File: src/rtl/saw_pwm_pkg.sv
package saw_pwm_pkg;
   localparam int DATA_W = 32;

   // byte offsets; decode uses the word index
   localparam logic [7:0] OFF_CTL  = 8'h2C;
   localparam logic [7:0] OFF_DIR  = 8'h30;
   localparam logic [7:0] OFF_OCTL = 8'h34;
   localparam logic [7:0] OFF_BUF  = 8'h40;
   localparam logic [7:0] OFF_CNT  = 8'h48;
   localparam logic [7:0] OFF_CMPA = 8'h4C;
   localparam logic [7:0] OFF_CMPB = 8'h50;
   localparam logic [7:0] OFF_PER  = 8'h64;

   localparam int CODE_W = 5;
   localparam logic [CODE_W-1:0] CODE_HI_CYCLE_TOGGLE = 5'h1B;

   typedef enum logic [2:0] {
      MODE_SAW = 3'd0
   } run_mode_e;
endpackage

File: src/rtl/spc_prescaler.sv
module spc_prescaler #(
   parameter int PSC_W   = 3,
   parameter int PSC_MAX = 5,
   localparam int DIV_W  = 2 * PSC_MAX
) (
   input  logic             clk,
   input  logic             rst_n,
   input  logic             run,
   input  logic [PSC_W-1:0] psc,
   output logic             tick
);
   logic [PSC_W-1:0] psc_eff;
   logic [DIV_W-1:0] lim;
   logic [DIV_W-1:0] div_q;

   always_comb begin
      psc_eff = (psc > PSC_W'(PSC_MAX)) ? PSC_W'(PSC_MAX) : psc;
      lim     = DIV_W'((32'd1 << (32'(psc_eff) * 2)) - 32'd1);
   end

   assign tick = run && (div_q == lim);

   always_ff @(posedge clk or negedge rst_n) begin
      if (!rst_n)                div_q <= '0;
      else if (!run || tick)     div_q <= '0;
      else                       div_q <= div_q + DIV_W'(1);
   end
endmodule

File: src/rtl/spc_counter.sv
module spc_counter #(
   parameter int CNT_W = 32
) (
   input  logic             clk,
   input  logic             rst_n,
   input  logic             tick,
   input  logic             saw_mode,
   input  logic             load,
   input  logic [CNT_W-1:0] load_val,
   input  logic [CNT_W-1:0] per,
   output logic [CNT_W-1:0] cnt
);
   logic [CNT_W-1:0] cnt_q;

   always_ff @(posedge clk or negedge rst_n) begin
      if (!rst_n)                    cnt_q <= '0;
      else if (load)                 cnt_q <= load_val;
      else if (tick && saw_mode) begin
         if (cnt_q >= per)           cnt_q <= '0;
         else                        cnt_q <= cnt_q + CNT_W'(1);
      end
   end

   assign cnt = cnt_q;
endmodule

File: src/rtl/spc_output.sv
module spc_output
   import saw_pwm_pkg::*;
#(
   parameter int CNT_W   = 32,
   parameter bit OUT_REG = 1'b1
) (
   input  logic              clk,
   input  logic              rst_n,
   input  logic              active,
   input  logic              en,
   input  logic [CODE_W-1:0] code,
   input  logic [CNT_W-1:0]  cnt,
   input  logic [CNT_W-1:0]  cmp,
   input  logic [CNT_W-1:0]  per,
   output logic              pwm
);
   logic level;
   logic drive;

   // high from cycle start until the compare point; pinned high if compare covers the cycle
   assign level = (cmp >= per) ? (cmp != '0) : (cnt < cmp);
   assign drive = active && en && (code == CODE_HI_CYCLE_TOGGLE) && level;

   if (OUT_REG) begin : g_reg
      logic pwm_q;
      always_ff @(posedge clk or negedge rst_n) begin
         if (!rst_n) pwm_q <= 1'b0;
         else        pwm_q <= drive;
      end
      assign pwm = pwm_q;
   end else begin : g_comb
      assign pwm = drive;
   end
endmodule

File: src/rtl/saw_pwm_channel.sv
module saw_pwm_channel
   import saw_pwm_pkg::*;
#(
   parameter int CNT_W   = 32,
   parameter int PSC_W   = 3,
   parameter int PSC_MAX = 5,
   parameter int ADDR_W  = 8,
   parameter bit OUT_REG = 1'b1
) (
   input  logic              clk,
   input  logic              rst_n,
   input  logic              reg_wr,
   input  logic [ADDR_W-1:0] reg_addr,
   input  logic [31:0]       reg_wdata,
   output logic [31:0]       reg_rdata,
   output logic              pwm_a,
   output logic              pwm_b
);
   localparam int NUM_OUT = 2;
   localparam int IDX_W   = ADDR_W - 2;

   if (CNT_W < 2 || CNT_W > DATA_W) begin : g_bad_cnt
      $error("CNT_W must lie in 2..32");
   end
   if (PSC_W != 3) begin : g_bad_psc_w
      $error("PSC_W must be 3 to match the control field");
   end
   if (PSC_MAX < 1 || PSC_MAX > 7) begin : g_bad_psc_max
      $error("PSC_MAX must lie in 1..7");
   end
   if (ADDR_W < 8) begin : g_bad_addr
      $error("ADDR_W must cover offset 0x64");
   end

   function automatic logic hit(input logic [ADDR_W-1:0] a, input logic [7:0] off);
      return a[ADDR_W-1:2] == IDX_W'(off[7:2]);
   endfunction

   logic               start_q;
   logic [2:0]         mode_q;
   logic [PSC_W-1:0]   psc_q;
   logic [1:0]         dir_q;
   logic [31:0]        buf_q;
   logic [CNT_W-1:0]   per_q;
   logic [CNT_W-1:0]   cmp_q  [NUM_OUT];
   logic [NUM_OUT-1:0] oen_q;
   logic [CODE_W-1:0]  code_q [NUM_OUT];

   logic               run_w;
   logic               tick_w;
   logic               cnt_wr;
   logic [CNT_W-1:0]   cnt_w;
   logic [CNT_W-1:0]   cnt_ld_val;
   logic               saw_w;
   logic [NUM_OUT-1:0] pwm_w;
   logic               unused_addr_lsb;

   assign unused_addr_lsb = ^reg_addr[1:0];
   assign run_w      = start_q;
   assign saw_w      = (mode_q == MODE_SAW);
   assign cnt_wr     = reg_wr && hit(reg_addr, OFF_CNT);
   assign cnt_ld_val = reg_wdata[CNT_W-1:0];

   always_ff @(posedge clk or negedge rst_n) begin
      if (!rst_n) begin
         start_q <= 1'b0;
         mode_q  <= '0;
         psc_q   <= '0;
         dir_q   <= '0;
         buf_q   <= '0;
         per_q   <= '0;
         oen_q   <= '0;
         for (int i = 0; i < NUM_OUT; i++) begin
            cmp_q[i]  <= '0;
            code_q[i] <= '0;
         end
      end else if (reg_wr) begin
         if (hit(reg_addr, OFF_CTL)) begin
            start_q <= reg_wdata[0];
            if (!start_q) begin
               mode_q <= reg_wdata[18:16];
               psc_q  <= reg_wdata[26:24];
            end
         end
         if (hit(reg_addr, OFF_DIR))  dir_q <= reg_wdata[1:0];
         if (hit(reg_addr, OFF_BUF))  buf_q <= reg_wdata;
         if (hit(reg_addr, OFF_PER))  per_q <= reg_wdata[CNT_W-1:0];
         if (hit(reg_addr, OFF_CMPA)) cmp_q[0] <= reg_wdata[CNT_W-1:0];
         if (hit(reg_addr, OFF_CMPB)) cmp_q[1] <= reg_wdata[CNT_W-1:0];
         if (hit(reg_addr, OFF_OCTL)) begin
            code_q[0] <= reg_wdata[4:0];
            oen_q[0]  <= reg_wdata[8];
            code_q[1] <= reg_wdata[20:16];
            oen_q[1]  <= reg_wdata[24];
         end
      end
   end

   spc_prescaler #(.PSC_W(PSC_W), .PSC_MAX(PSC_MAX)) psc_i (
      .clk  (clk),
      .rst_n(rst_n),
      .run  (run_w),
      .psc  (psc_q),
      .tick (tick_w)
   );

   spc_counter #(.CNT_W(CNT_W)) cnt_i (
      .clk     (clk),
      .rst_n   (rst_n),
      .tick    (tick_w),
      .saw_mode(saw_w),
      .load    (cnt_wr),
      .load_val(cnt_ld_val),
      .per     (per_q),
      .cnt     (cnt_w)
   );

   for (genvar g = 0; g < NUM_OUT; g++) begin : g_out
      spc_output #(.CNT_W(CNT_W), .OUT_REG(OUT_REG)) out_i (
         .clk   (clk),
         .rst_n (rst_n),
         .active(run_w && saw_w),
         .en    (oen_q[g]),
         .code  (code_q[g]),
         .cnt   (cnt_w),
         .cmp   (cmp_q[g]),
         .per   (per_q),
         .pwm   (pwm_w[g])
      );
   end

   assign pwm_a = pwm_w[0];
   assign pwm_b = pwm_w[1];

   always_comb begin
      reg_rdata = '0;
      if (hit(reg_addr, OFF_CTL))
         reg_rdata = {5'b0, psc_q, 5'b0, mode_q, 15'b0, start_q};
      else if (hit(reg_addr, OFF_DIR))
         reg_rdata = {30'b0, dir_q};
      else if (hit(reg_addr, OFF_OCTL))
         reg_rdata = {7'b0, oen_q[1], 3'b0, code_q[1], 7'b0, oen_q[0], 3'b0, code_q[0]};
      else if (hit(reg_addr, OFF_BUF))
         reg_rdata = buf_q;
      else if (hit(reg_addr, OFF_CNT))
         reg_rdata = DATA_W'(cnt_w);
      else if (hit(reg_addr, OFF_CMPA))
         reg_rdata = DATA_W'(cmp_q[0]);
      else if (hit(reg_addr, OFF_CMPB))
         reg_rdata = DATA_W'(cmp_q[1]);
      else if (hit(reg_addr, OFF_PER))
         reg_rdata = DATA_W'(per_q);
   end
endmodule

File: config.mk
export PLATFORM = sky130hd
export DESIGN_NAME = saw_pwm_channel
export DESIGN_NICKNAME = d
export VERILOG_FILES = /design/src/rtl/saw_pwm_pkg.sv /design/src/rtl/spc_prescaler.sv /design/src/rtl/spc_counter.sv /design/src/rtl/spc_output.sv /design/src/rtl/saw_pwm_channel.sv
export SDC_FILE = /design/constraint.sdc
export NUM_CORES = 1
export LEC_CHECK = 0
export BUFFER_PORTS_ARGS = -buffer_cell sky130_fd_sc_hd__buf_2
export CORE_MARGIN = 5
export CORE_UTILIZATION = 39
export DETAILED_ROUTE_END_ITERATION = 6
export HOLD_SLACK_MARGIN = 0.1
export PLACE_DENSITY_LB_ADDON = 0.3
export SKIP_LAST_GASP = 1
export SLEW_MARGIN = 40
export SYNTH_ARGS = -nofsm -noshare
export SYNTH_HDL_FRONTEND = slang
export SYNTH_SLANG_ARGS = --single-unit
File: constraint.sdc
create_clock -name clk -period 2.4 [get_ports clk]
set_input_delay 0 -clock clk [delete_from_list [all_inputs] [get_ports clk]]
set_output_delay 0 -clock clk [all_outputs]
set_load 0.02 [all_outputs]
==> summary.md, run 1 <==
| Metric | Value |
|---|---|
| Post-synth net total | 1,608 |
| Setup ws final | -167 ps |
| Power per cell area | between 700 and 800 nW/um^2 |
| Crit path DAT | around 2900 ps |
| Die Footprint | 38,700 sq um |
| Initial antenna violation count | 3 |
| Core area | 34,500 sq um |
| H-tree Lvls | 4 |
| Status | finished, violations left |
| CP Class | reg -> reg |
| Yosys reg bits | 193 |
| CTS clk-pin slew, worst paths | 80 ps |
| Tot Pwr | 13.9 mW |
| Final worst path period share | 1.07 |
| Final Routed Wirelength | 48,100 microns |
| CTS tree | done |
| Maxcap violations | 0 |
| Failing checks | negative setup slack |
| Worst skew pair latency | 460 ps |
| First-pass GRT wire length | 74,100 microns |
| CP cell instances | or3_4, ha_4, xor2_1, o211ai_1, nor3_4, buf_12, and3_4, nor2_4, a311oi_2, o21ai_1 |
| Gr usage total | 0.244 |
| Synthesized area per cell | ~9.7 sq um |
| Fin crit period | 2570 ps |
| Highest Clock Rate | 390 MHz |
| Final slew viol count | 0 |
| Clk root buf | clkbuf_16 |
| Die height | 197 microns |
| Slowest CP cell | or3_4 |
| Share of cells above drive strength 1 | 0.344 |
| Grt ovf | 0 |
| Seq/Total Area, Yosys | 0.355 |
| Place WS | -244 ps |
| Slew headroom | 0.624 |
| Most frequent cells in the layout | buf_4, dfrtp_1, ha_1, mux2_2, inv_1 |
| Area fraction of the dominant cell type after synthesis | 0.355 |
| Clock Sinks | 193 |
| CP startpoint kind | flop |
| Pleak | 8.14 nW |
| Largest net degree at the start of global routing | 59 |
| FP Rows | 68 |
| Commonest non-fill, non-tap cell in the layout | buf_4 |
| Die X | 197 microns |
| Crit path max fanout | 6 |
| Top cells by area, synth | dfrtp_1, ha_1, mux2_2 |
| Placer congestion estimate | 0.956 |
| 1st-pass router iterations | 7 |
| Ports | 77 |
| R2R setup slack | -170 ps |
| Number of synthesized flops with an enable pin | 0 |
| Async SR Flop Fraction | 1.00 |
| # setup viols final | 31 |
| Total number of vias | 12,800 |
| Post-Synthesis Cells | around 1,400 |
| CP max stage delay | between 400 and 500 ps |
| Cell area after synthesis | 13,600 sq um |
| Worst slew pin tran | 560 ps |
| Vias in the first global route | 12,700 |
| CP required | 2740 ps |
| DPL Wire Length | 35,600 microns |
| Clock buffer depth | 2 |
| Area Growth Syn to Fin | 29.4% |
| Crit. End Element | flop |
| RSZ-0062 raised after global routing | true |
| CTS buffer count | 17 |
| Routed length per instance | between 20 and 25 microns |
| Post-synth top area cell | dfrtp_1 |
| Drt initial violations | 1,044 |
| DRC | 0 |
| Nets | 1,911 |
| Vias per Instance | 5.90 |
| Min-Delay Path Class | in -> async |
| Initial Util | 0.395 |
| Final count of hold timing violations | 0 |
| Max Clock Skew | 15.7 ps |
| Worst vdd ir | just under 0.6 mV |
| Final ANT Viol Nets | 0 |
| Synth cell types | 71 |
| N_diodes | 0 |
| Port Buffer Count | 74 |
| Ys flop type | dfrtp_1 |
| Yosys warning total | 0 |
## registers in the layout (all words and copies together), names as in the netlist, 2 cells and up
signal           count
oen_q                2
psc_q                3
per_q               32
code_q              10
psc_i.div_q         10
g_out.out_i.pwm      2
cnt_i.cnt           32
cmp_q               64
dir_q                2
mode_q               3
buf_q               32
## Yosys cell counts (3+ instances only)
| cell type | number |
|---|---|
| xor2_1 | 8 |
| o31ai_1 | 3 |
| a211oi_1 | 18 |
| ha_1 | 161 |
| nand4_1 | 55 |
| inv_1 | 107 |
| mux2i_1 | 18 |
| a221oi_1 | 4 |
| and3_1 | 11 |
| xnor2_1 | 3 |
| buf_1 | 12 |
| nor2b_1 | 5 |
| clkbuf_1 | 43 |
| o211ai_1 | 20 |
| a31oi_1 | 14 |
| o21ai_0 | 67 |
| nand2b_1 | 7 |
| or2_2 | 6 |
| or3_1 | 11 |
| a41oi_1 | 4 |
| nor3_1 | 20 |
| o2111ai_1 | 4 |
| mux2_1 | 6 |
| and2_1 | 9 |
| dfrtp_1 | 193 |
| a2111oi_0 | 5 |
| nand2_1 | 95 |
| a21oi_1 | 66 |
| a21o_1 | 22 |
| nand3_1 | 48 |
| buf_2 | 4 |
| o21ai_1 | 9 |
| a222oi_1 | 30 |
| nor4_1 | 22 |
| mux2_2 | 149 |
| nor2_1 | 71 |
| o21a_1 | 4 |
| a22oi_1 | 29 |
## where the power goes
| part | leakage (nW) | internal (mW) | switching [mW] |
|---|---|---|---|
| Combinational | 5.40 | 3.16 | 3.50 |
| Clock | 0.274 | 1.39 | 1.45 |
| Sequential | 2.47 | 3.80 | 0.631 |
## stage by stage
stage | setup TNS, ps | utilization | std cells | area (sq um) | hold WS, ps
6_report | -3730 | 0.511 | 2175 | 17600 | 88.4
5_1_grt | -6830 | 0.511 | 2175 | 17600 | 145
4_1_cts | -3150 | 0.499 | 2163 | 17200 | 105
3_5_place_dp | -5870 | 0.466 | 2084 | 16000 | 32.1
3_3_place_gp | -5300 | 0.466 | 2084 | 16000 | 37.8
2_1_floorplan | -168 | - | 1404 | 13600 | -296
## what timing repair did
action | CTS | global route
setup buffers | 6 | 10
hold buffers | 36 | 0
resized for setup | 31 | 74
cloned | 5 | 2
pin swaps | 19 | 34
endpoints found under the hold margin | 374 | 0
setup endpoints to repair | 34 | 42
## worst max-delay path: cells and delay by family (launching register included)
family,cells,cell delay (ps)
AND/OR/NAND/NOR,4,1040
flip-flops,1,380
AO/OA/AOI/OAI,3,440
XOR/XNOR,1,150
buffers and inverters,1,150
adder cells (fa/ha/maj),1,280
## worst paths after layout
kind / start / to / cells past startpoint
worst max-delay path: psc_q[2] / cnt_i.cnt[23] / 10
worst min-delay path: rst_n / cmp_q[29] / 2
worst max register to register: psc_q[2] / cnt_i.cnt[23] / 10
worst min register to register: buf_q[11] / buf_q[11] / 1
max in group asynchronous: rst_n / per_q[14] / 3
min in group clk: reg_addr[2] / run_w / 5
## kinds of logic after synthesis
| group | count (synthesis) | share of synthesized area |
|---|---|---|
| muxes | 173 | 0.142 |
| buffers and inverters | 169 | 0.0484 |
| xor gates and xnor gates | 11 | 0.00708 |
| and+or+nand+nor | 382 | 0.145 |
| adders and majority gates | 161 | 0.148 |
| DFF | 193 | 0.355 |
| AOI/OAI and AO/OA | 315 | 0.155 |
## metal layers
| metal | global-route usage | vias to the layer above | wire length (microns) |
|---|---|---|---|
| li1 | - | 5901 | - |
| met1 | 0.337 | 6387 | 21300 |
| met2 | 0.404 | 468 | 22600 |
| met3 | 0.0388 | 80 | 3020 |
| met4 | 0.0578 | 4 | 1110 |
| met5 | 0 | - | 27 |
## layout make-up
class                      count  area, sq um
clock buffer                  18          439
tap                          455          569
clock inverter                14          120
fill                        3142        16800
timing repair buffer         342         2660
multi-input combinational   1046         8580
inverter                     107          402
sequential                   193         4840
Power figures use the tool's default switching activity.
==> run 2, diff against run 1 <==
--- a/config.mk
+++ b/config.mk
@@ -8,6 +8,7 @@
 export BUFFER_PORTS_ARGS = -buffer_cell sky130_fd_sc_hd__buf_2
 export CORE_MARGIN = 5
 export CORE_UTILIZATION = 39
+export CTS_BUF_LIST = sky130_fd_sc_hd__clkbuf_16
 export DETAILED_ROUTE_END_ITERATION = 6
 export HOLD_SLACK_MARGIN = 0.1
 export PLACE_DENSITY_LB_ADDON = 0.3
==> summary.md, run 2 (same netlist as run 1, synthesis figures left out) <==
| Metric | Value |
|---|---|
| Area Growth Syn to Fin | 29.5% |
| Worst slew pin tran | 562 ps |
| Total number of vias | 12,800 |
| Slew headroom | 0.622 |
| Multi-input gate area | about 8600 sq um |
| Min-Delay Path Class | in -> async |
| Highest Clock Rate | 387 MHz |
| H-tree Lvls | 4 |
| R2r worst-path depth | 10 |
| Fin crit period | 2580 ps |
| Core area | 34,500 sq um |
| Max FFs per register | 64 |
| Filler cells | 3,146 |
| Worst skew pair latency | 460 ps |
| Largest net degree at the start of global routing | approximately 60 |
| Crit. End Element | flop |
| Clock Sinks | 193 |
| RSZ-0062 raised after global routing | true |
| Max Clock Skew | 14.6 ps |
| Die X | 197 microns |
| CP Class | reg -> reg |
| Reg with most FFs | cmp_q |
| CP required | approximately 2700 ps |
| CTS tree | done |
| Final Routed Wirelength | ~48,000 microns |
| Clock buffer depth | 2 |
| Power per cell area | 789 nW/um^2 |
| Port Buffer Count | 74 |
| Placed Instances | 2,084 |
| Crit path max fanout | 6 |
| CTS buffer count | 17 |
| DRC | 0 |
| First-pass GRT wire length | 74,100 microns |
| Crit path DAT | 2930 ps |
| FP Rows | 68 |
| CP startpoint kind | flop |
| Grt ovf | 0 |
| Vias per Instance | 5.90 |
| Worst vdd ir | 0.578 mV |
| Initial antenna violation count | 3 |
| Register area | slightly below 5000 sq um |
| Status | finished, violations left |
| Finished Layout Cells | 2,175 |
| Final ANT Viol Nets | 0 |
| Maxcap violations | 0 |
| Failing checks | negative setup slack |
| Initial Util | 0.395 |
| Worst r2r src | psc_q[2] |
| Gr usage total | 0.244 |
| DPL Wire Length | between 30,000 and 40,000 microns |
| Drt initial violations | ~1,100 |
| Die Footprint | a little under 40,000 sq um |
| Setup ws final | -182 ps |
| Placer congestion estimate | 0.956 |
| Setup TNS | -3930 ps |
| R2R setup slack | -180 ps |
| N_diodes | 0 |
| Final worst path period share | 1.08 |
| R2R Path End | cnt_i.cnt[23] |
| CTS clk-pin slew, worst paths | approximately 80 ps |
| Die height | 197 microns |
| CP max stage delay | 420 ps |
| Final core occ | 0.511 |
| # setup viols final | 32 |
| 1st-pass router iterations | 7 |
| Routed length per instance | about 22 microns |
| CP cell instances | or3_4, ha_4, xor2_1, o211ai_1, nor3_4, buf_12, and3_4, nor2_4, a311oi_2, o21ai_1 |
| Commonest non-fill, non-tap cell in the layout | buf_4 |
| Vias in the first global route | 12,700 |
| Ports | between 70 and 80 |
| Most frequent cells in the layout | buf_4, dfrtp_1, ha_1, mux2_2, inv_1 |
| Final slew viol count | 0 |
| Pleak | 8.13 nW |
| Clk root buf | clkbuf_16 |
| Nets | 1,911 |
| Share of cells above drive strength 1 | 0.345 |
| Slowest CP cell | or3_4 |
| Final count of hold timing violations | 0 |
run 2: per-stage QoR:
stage | total power [mW] | hold WS, ps | area (sq um) | worst slack [ps]
global placement | 10.2 | 37.8 | 16000 | -206
finish | 13.9 | 81.3 | 17600 | -182
CTS | 13.5 | 105 | 17200 | -137
floorplan | 7.74 | -296 | 13600 | -24.3
global route | 14.8 | 145 | 17600 | -313
detailed placement | 10.4 | 32.1 | 16000 | -244
run 2: layer usage:
metal,vias to the layer above,track usage,share of wire
met5,-,0,0.00056
met4,4,0.0578,0.024
met3,82,0.0388,0.064
met2,480,0.404,0.47
met1,6363,0.337,0.44
li1,5899,-,-
run 2: area by class of cell:
cell class	count	share of cell area
multi-input cells	1046	0.488
flip-flops and latches	193	0.275
repair buffers	342	0.151
well taps	455	0.0323
clock buffers	17	0.0241
inverters	107	0.0228
clock inverters	15	0.00703
run 2: worst max-delay path by stage:
stage,start,end,slack [ps],cells after the start
after floorplan,psc_q[0],cnt_i.cnt[9],-20,11
after global placement,per_q[23],cnt_i.cnt[4],-210,10
after detailed placement,per_q[23],cnt_i.cnt[4],-240,10
after CTS,psc_q[0],cnt_i.cnt[5],-140,10
after global routing,psc_q[2],cnt_i.cnt[23],-310,10
final,psc_q[2],cnt_i.cnt[23],-180,10
run 2: report_power, final:
group	leakage [nW]	switching [mW]	internal, mW
registers	2.47	0.635	3.80
logic	5.40	3.49	3.16
clock network	0.268	1.45	1.36
run 2: critical path, delay by kind of cell (launching register included):
family	cells	cell delay, ps
xor+xnor	1	150
compound gates	3	460
simple gates	4	1050
buf+inv	1	150
fa+ha+maj	1	280
flops	1	380
run 2: timing repair:
action	CTS	global route
hold buffers	36	0
endpoints found under the hold margin	374	0
resized for setup	31	77
setup endpoints to repair	34	43
pin swaps	19	33
gates cloned	5	2
buffers inserted	6	10
==> run 3, diff against run 2 <==
--- a/config.mk
+++ b/config.mk
@@ -7,7 +7,7 @@
 export LEC_CHECK = 0
 export BUFFER_PORTS_ARGS = -buffer_cell sky130_fd_sc_hd__buf_2
 export CORE_MARGIN = 5
-export CORE_UTILIZATION = 39
+export CORE_UTILIZATION = 55
 export CTS_BUF_LIST = sky130_fd_sc_hd__clkbuf_16
 export DETAILED_ROUTE_END_ITERATION = 6
 export HOLD_SLACK_MARGIN = 0.1
==> summary.md, run 3 (same netlist as run 1, synthesis figures left out) <==
| Metric | Value |
|---|---|
| Status | finished, violations left |
| Failing checks | design-rule violations, negative setup slack |
| Routed length per instance | 23.2 microns |
| Crit path max fanout | 7 |
| CP cell instances | or3_4, ha_4, xor2_2, o211ai_1, nor3_4, buf_6, buf_6, nand4_1, nor2_1, nand2_1, buf_12, o211ai_1 |
| Final worst path period share | 1.11 |
| Pleak | 8.07 nW |
| Slowest CP cell | or3_4 |
| R2R setup slack | -270 ps |
| Placed Instances | between 1,500 and 2,000 |
| Core area | 24,300 sq um |
| Clk root buf | clkbuf_16 |
| Clock buffer depth | 2 |
| First-pass GRT wire length | 72,900 microns |
| Worst slew pin tran | approximately 750 ps |
| Final Routed Wirelength | 47,100 microns |
| Initial antenna violation count | 3 |
| Worst r2r src | psc_q[0] |
| Crit. End Element | flop |
| Gr usage total | 0.327 |
| CTS clk-pin slew, worst paths | ~80 ps |
| Slew headroom | 0.495 |
| CTS tree | done |
| Setup ws final | -265 ps |
| Initial Util | 0.559 |
| DP Area | 15,700 sq um |
| Fin crit period | about 2700 ps |
| # setup viols final | 32 |
| Nets | 1,899 |
| 1st-pass router iterations | 7 |
| Crit path DAT | 3020 ps |
| Max Clock Skew | 12.0 ps |
| Largest net degree at the start of global routing | 75 |
| Drt initial violations | 1,405 |
| CP required | 2760 ps |
| Maxcap violations | 0 |
| CP bufs+invs | 3 |
| DRC | 19 |
| Highest Clock Rate | around 380 MHz |
| R2r worst-path depth | 12 |
| Area Growth Syn to Fin | 27.8% |
| CP startpoint kind | flop |
| Share of cells above drive strength 1 | 0.343 |
| Setup TNS | -4930 ps |
| CTS buffer count | 17 |
| Total number of vias | 13,100 |
| Final slew viol count | 0 |
| Die height | 167 microns |
| Crit. Startpoint | psc_q[0] |
| Finished Cell Area | 17,400 sq um |
| N_diodes | 0 |
| Die Footprint | 28,000 sq um |
| FP Rows | 57 |
| Final ANT Viol Nets | 0 |
| HP Start | reg_addr[3] |
| RSZ-0062 raised after global routing | true |
| Die X | 167 microns |
| Final count of hold timing violations | 0 |
| Port Buffer Count | 74 |
| Vias in the first global route | ~13,000 |
| Worst vdd ir | 0.533 mV |
| Hold slack | ~120 ps |
| Crit path max-delay family | simple AND/OR/NAND/NOR gates |
| Clock Sinks | 193 |
| Place WS | -179 ps |
| CP max stage delay | a little over 400 ps |
| Stages on worst setup path | 12 |
| Grt ovf | 0 |
| H-tree Lvls | 4 |
| Worst skew pair latency | 450 ps |
| CP Class | reg -> reg |
| Min-Delay Path Class | in -> reg |
| Ports | 77 |
| Finished Layout Cells | 2,030 |
| Most frequent cells in the layout | buf_4, dfrtp_1, ha_1, mux2_2, inv_1 |
| End of the critical path | cnt_i.cnt[3] |
| Reg with most FFs | cmp_q |
| Placer congestion estimate | about 1.0 |
| Power per cell area | 802 nW/um^2 |
| Max FFs per register | 64 |
| Commonest non-fill, non-tap cell in the layout | buf_4 |
| Vias per Instance | between 6 and 7 |
| DPL Wire Length | ~35,000 microns |
| R2R Path End | cnt_i.cnt[3] |
## run 3: cell types whose count changed in the layout (fill, tap and decap cells not counted), moves of 4 or more
cell / delta
nand3_2: -4
buf_4: -9
inv_1: -5
o21ai_1: -5
inv_2: +6
## run 3: worst reg2reg max path: cells and delay by family, from the launching register on
| family | cells | cell delay, ps |
|---|---|---|
| fa+ha+maj | 1 | 280 |
| buf+inv | 3 | 410 |
| flops | 1 | 390 |
| simple gates | 5 | 1030 |
| xor+xnor | 1 | 130 |
| compound gates | 2 | 320 |
## run 3: metrics by stage
stage	utilization	total power, mW
detailed placement	0.647	10.3
floorplan	-	7.74
global placement	0.647	10.1
CTS	0.694	13.3
finish	0.715	13.9
global route	0.715	14.8
## run 3: metal layers
layer	up-vias	GRT usage	part of all wire
li1	5868	-	-
met1	6404	0.423	0.40
met2	658	0.530	0.47
met3	173	0.0717	0.087
met4	6	0.143	0.046
met5	-	0	0.00098
## run 3: layout make-up
cell class	instances	area, sq um
repair buffers	331	2540
fillers	1790	6930
flip-flops and latches	193	4840
clock buffers	17	425
clock inverters	13	131
well taps	324	405
multi-input cells	1045	8650
inverters	107	402
## run 3: how the worst min path moves through the flow
stage	endpoint	slack [ps]	depth (start not counted)
3_3_place_gp	cmp_q[6]	70	1
6_report	run_w	120	5
4_1_cts	run_w	110	5
5_1_grt	run_w	150	5
3_5_place_dp	buf_q[6]	80	1
2_1_floorplan	buf_q[0]	-300	0
## run 3: what timing repair did
action,4_1_cts,5_1_grt
hold buffers,36,0
resized for setup,28,89
buffers inserted,8,19
endpoints found under the hold margin,300,0
pin swaps,27,30
gates cloned,3,0
endpoints found under the setup margin,34,43
## run 3: power breakdown
| part | internal (mW) | switching [mW] | leakage, nW |
|---|---|---|---|
| combinational | 3.11 | 3.54 | 5.35 |
| clock | 1.45 | 1.42 | 0.261 |
| sequential | 3.80 | 0.634 | 2.46 |
